### config.mk
export PLATFORM = sky130hd
export DESIGN_NAME = sdm2_dac
export DESIGN_NICKNAME = d
export VERILOG_FILES = /design/src/rtl/sdm_pkg.sv /design/src/rtl/sdm_rate_gen.sv /design/src/rtl/sdm_hold.sv /design/src/rtl/sdm_loop.sv /design/src/rtl/sdm2_dac.sv
export SDC_FILE = /design/constraint.sdc
export NUM_CORES = 1
export LEC_CHECK = 0
export CORE_UTILIZATION = 60
export CTS_CLUSTER_DIAMETER = 200
export DETAILED_ROUTE_END_ITERATION = 6
export DONT_BUFFER_PORTS = 1
export PLACE_DENSITY = 0.81
export SYNTH_ARGS = -nofsm -noshare
export SYNTH_HDL_FRONTEND = slang
export SYNTH_HIERARCHICAL = 1
export SYNTH_SLANG_ARGS = --single-unit
### constraint.sdc
create_clock -name clk -period 30.4 [get_ports clk]
set_clock_uncertainty 0.15 [all_clocks]
set_input_delay 9.12 -clock clk [delete_from_list [all_inputs] [get_ports clk]]
set_output_delay 9.12 -clock clk [all_outputs]
set_load 0.03 [all_outputs]
### src/rtl/sdm_pkg.sv
package sdm_pkg;

    localparam int PCM_W = 16;
    localparam int ACC_W = 22;

    typedef logic signed [PCM_W-1:0] pcm_t;
    typedef logic signed [ACC_W-1:0] acc_t;

    typedef struct packed {
        acc_t integ1;
        acc_t integ2;
        logic q;
    } loop_st_t;

    function automatic acc_t sat_acc(input acc_t v, input acc_t lim);
        if (v > lim)
            return lim;
        if (v < -lim)
            return -lim;
        return v;
    endfunction

    function automatic acc_t fb_level(input logic q, input acc_t fs);
        return q ? fs : -fs;
    endfunction

endpackage

### src/rtl/sdm_rate_gen.sv
module sdm_rate_gen #(
    parameter int CE_DIV = 2
) (
    input  logic clk,
    input  logic rst,
    input  logic ce,
    output logic step
);
    localparam int CNT_W = (CE_DIV > 1) ? $clog2(CE_DIV) : 1;
    localparam logic [CNT_W-1:0] LAST = CNT_W'(CE_DIV - 1);

    logic [CNT_W-1:0] cnt;

    assign step = ce && (cnt == LAST);

    always_ff @(posedge clk) begin
        if (rst)
            cnt <= '0;
        else if (step)
            cnt <= '0;
        else if (ce)
            cnt <= cnt + 1'b1;
    end
endmodule

### src/rtl/sdm_hold.sv
module sdm_hold
    import sdm_pkg::*;
#(
    parameter int NCH = 2
) (
    input  logic                     clk,
    input  logic                     rst,
    input  logic                     vld,
    input  logic [NCH-1:0][PCM_W-1:0] din,
    output logic [NCH-1:0][PCM_W-1:0] held
);
    for (genvar c = 0; c < NCH; c++) begin : g_ch
        always_ff @(posedge clk) begin
            if (rst)
                held[c] <= '0;
            else if (vld)
                held[c] <= din[c];
        end
    end
endmodule

### src/rtl/sdm_loop.sv
module sdm_loop
    import sdm_pkg::*;
#(
    parameter int LIM_MULT = 4
) (
    input  logic             clk,
    input  logic             rst,
    input  logic             step,
    input  logic [PCM_W-1:0] x,
    output logic             q
);
    localparam int   FS_I  = 2 ** (PCM_W - 1) - 1;
    localparam acc_t FS    = acc_t'(FS_I);
    localparam acc_t LIM   = acc_t'(LIM_MULT * FS_I);

    loop_st_t st;
    loop_st_t nx;
    acc_t     fb;
    acc_t     xe;
    acc_t     i1_new;
    acc_t     i2_new;

    always_comb begin
        fb     = fb_level(st.q, FS);
        xe     = acc_t'(pcm_t'(x));
        i1_new = sat_acc(st.integ1 + xe - fb, LIM);
        i2_new = sat_acc(st.integ2 + i1_new - fb, LIM);
        nx.integ1 = i1_new;
        nx.integ2 = i2_new;
        nx.q      = ~i2_new[ACC_W-1];
    end

    always_ff @(posedge clk) begin
        if (rst)
            st <= '0;
        else if (step)
            st <= nx;
    end

    assign q = st.q;
endmodule

### src/rtl/sdm2_dac.sv
module sdm2_dac
    import sdm_pkg::*;
#(
    parameter int LIM_MULT = 4,
    parameter int CE_DIV   = 2
) (
    input  logic             clk,
    input  logic             rst,
    input  logic             mclk_ce,
    input  logic             pcm_vld,
    input  logic [15:0]      pcm_left,
    input  logic [15:0]      pcm_right,
    output logic             pdm_left,
    output logic             pdm_right
);
    localparam int NCH = 2;

    logic                     step;
    logic [NCH-1:0][PCM_W-1:0] din;
    logic [NCH-1:0][PCM_W-1:0] held;
    logic [NCH-1:0]           bits;

    assign din[0] = pcm_left;
    assign din[1] = pcm_right;

    sdm_rate_gen #(.CE_DIV(CE_DIV)) u_rate (
        .clk  (clk),
        .rst  (rst),
        .ce   (mclk_ce),
        .step (step)
    );

    sdm_hold #(.NCH(NCH)) u_hold (
        .clk  (clk),
        .rst  (rst),
        .vld  (pcm_vld),
        .din  (din),
        .held (held)
    );

    for (genvar c = 0; c < NCH; c++) begin : g_loop
        sdm_loop #(.LIM_MULT(LIM_MULT)) u_loop (
            .clk  (clk),
            .rst  (rst),
            .step (step),
            .x    (held[c]),
            .q    (bits[c])
        );
    end

    assign pdm_left  = bits[0];
    assign pdm_right = bits[1];
endmodule

==> flow_summary.ini <==
[logic_synthesis]
edff_count_synth = 0
post_synth_instance_area_um2 = 12650
postSynth.asyncResetShare = 0
synthesis.nets = 1743
synth_cells = 1535
postSynth.topFlopCell = dfxtp_1
ys_warnings = 6
synth_seq_cells = 123
synth.lib_cells_used.distinct = 98
proportion_of_synthesized_chip_area_in_sequential_cells = 0.1947
postSynthAreaPerCell_um2 = 8.240

[drt]
via_per_inst = 6.206
detail_route.iter0.violations = 822
ant_nets = 0
drc_errors = 0
routed_wirelength_um = 30730
detail_route.wl_per_cell_um = 17.26
num_vias = 11050
drt_pre_antenna_iters = 6

[clock_tree]
clock-root-buffer = clkbuf_16
setup_fix_bufs_post_cts = 0
tritoncts = built
cts-buffers-inserted = 17
cts-hold-fix-buffers = 0
cts-htree-levels = 4
tritoncts_num_sinks = 123
ctsResizeCount = 0
clk_pin_slew_ps = 60
clk_latency_ps = 430
clock_path_buffers = 2

[sta]
slew_viol_final = 0
setup_viol_count_final = 0
post-route-period-util = 0.3817
fmax_mhz = 86.18
max_slew.worst_pin.slew_ps = 1216
timing.final.crit_period_ps = 11600
fin_setup_tns_ps = 0
final_hold_violation_count = 0
relSlewSlack = 0.1894
grt_setup_unrepaired = no

[floorplanning]
placementRows = 52
floorplan.core_area_um2 = 20430
initial_utilization = 0.6191
fp.dieArea_um2 = 21660
dieWidth_um = 147.2
floorplan.io_pins = 38
fp.dieH_um = 147.2

[global_routing]
grt_start_max_net_pins = 110
grt_usage = 0.2939
grt_pass1_vias = 10910
grt.overflow.total = 0
grt_pass1_wl_um = 51760
grt_antenna_before_repair = 0

[hold_path]
min_path_cells = 1
hold_class = reg2reg

[placed_design]
gpl.final_weighted_congestion = 0.9195
place.detailed.hpwl_um = 23160
place.port_buffers = 0

[cells_and_area]
layout.filler_cells = 1699
area_growth_pct = 5.262
insertedDiodeCount = 0
final_nets = 1706
final_core_util = 0.6517
share_of_layout_cells_above_drive_strength_1 = 0.07015

[critical_path]
timing.critical_path.to_type = flip-flop
critical_path_launch_point_type = input pin
worst_ep_arrival_time_ps = 11810
ff2ff_path_depth = 30
internal_reg_to_reg_setup_slack_ps = 20000
max_stage_delay_ps = 1090
criticalPathCategory = in2reg
critical_path.cell_chain = and2_2 -> buf_4 -> inv_2 -> o22ai_2 -> o21ai_1 -> a21oi_1
crit_fanout = 67
critical-path-slowest-cell = o22ai_2
required_ps = 30600

[outcome]
outcome = finished, final reports clean

[job]
timing.max_cap.violations = 0
## flip-flops by register name, summed over array words and instances (netlist names)
name	flops
g_loop.u_loop/st	88
u_hold/held	32
g_loop.u_loop/q	2
u_rate/cnt	1
## metrics by stage
| step | cell area [µm²] | setup slack [ps] | hold WS (ps) | cells |
|---|---|---|---|---|
| 2_1_floorplan | 12650 | 19000 | 290.3 | 1535 |
| 3_5_place_dp | 12700 | 18470 | 304.7 | 1749 |
| 4_1_cts | 13310 | 18870 | 316.5 | 1781 |
| 6_report | 13310 | 18800 | 321.0 | 1781 |
| 5_1_grt | 13310 | 18630 | 342.9 | 1781 |
| 3_3_place_gp | 12700 | 18510 | 299.6 | 1749 |
## placed cells by master (no fill, tap or decap), types with 23 or more instances in the layout
| master | Yosys | layout |
|---|---|---|
| nor3_1 | 24 | 24 |
| o21a_1 | 30 | 30 |
| mux2i_1 | 36 | 36 |
| xor2_1 | 26 | 26 |
| nand2_1 | 90 | 90 |
| nand3_1 | 28 | 28 |
| a211oi_1 | 38 | 38 |
| inv_1 | 224 | 224 |
| a21oi_1 | 88 | 88 |
| nand2b_1 | 23 | 23 |
| dfxtp_1 | 123 | 121 |
| nor2_1 | 152 | 152 |
| fa_1 | 84 | 84 |
| o21ai_0 | 45 | 45 |
| xnor2_1 | 36 | 36 |
| ha_1 | 88 | 88 |
## cell usage after synthesis, types with 26 or more instances
cell type,instances,area [µm²]
mux2i_1,36,360.4
fa_1,84,1682
nand2_1,90,337.8
inv_1,224,840.8
o21ai_0,45,225.2
xnor2_1,36,315.3
nand3_1,28,140.1
nor2_1,152,570.6
a211oi_1,38,285.3
xor2_1,26,227.7
dfxtp_1,123,2462
a21oi_1,88,440.4
ha_1,88,1101
clkbuf_1,43,161.4
o21a_1,30,225.2
## final cells by class
type / instances / area [µm²] / share of cell area
clock buffers: 17 / 425.4 / 0.03195
clock inverters: 15 / 188.9 / 0.01419
inverters: 227 / 852.1 / 0.06400
multi-input cells: 1127 / 9025 / 0.6779
flip-flops and latches: 123 / 2470 / 0.1855
well taps: 270 / 337.8 / 0.02537
repair buffers: 2 / 15.01 / 0.001128
## worst max-delay path, delay by kind of cell
family                 cells  cell delay (ps)
buffers and inverters      2             1050
AND/OR/NAND/NOR            1              110
AO/OA/AOI/OAI              3             1470
## worst paths after layout
kind	startpoint	endpoint
worst max-delay path	mclk_ce	g_loop[0].u_loop/st[21]
worst min-delay path	g_loop[0].u_loop/st[24]	g_loop[0].u_loop/st[24]
worst max register to register	g_loop[1].u_loop/q	g_loop[1].u_loop/st[18]
worst min register to register	g_loop[0].u_loop/st[24]	g_loop[0].u_loop/st[24]
## layer usage
metal,track usage,share of wire
met5,0,0
met4,0.1562,0.046
met3,0.04938,0.051
met2,0.5153,0.49
met1,0.3421,0.41
## cells by family (layout without fill, tap and decap cells)
group / count (synthesis) / count (layout) / share of synthesized area
flops: 123 / 123 / 0.1947
compound gates: 411 / 411 / 0.2422
xor+xnor: 65 / 65 / 0.04778
mux: 38 / 38 / 0.03027
buf+inv: 285 / 261 / 0.09229
simple gates: 441 / 441 / 0.1728
fa+ha+maj: 172 / 172 / 0.2200
Power is not shown: default switching activity piles up to over one toggle a cycle in this logic, so the estimate is an artifact.
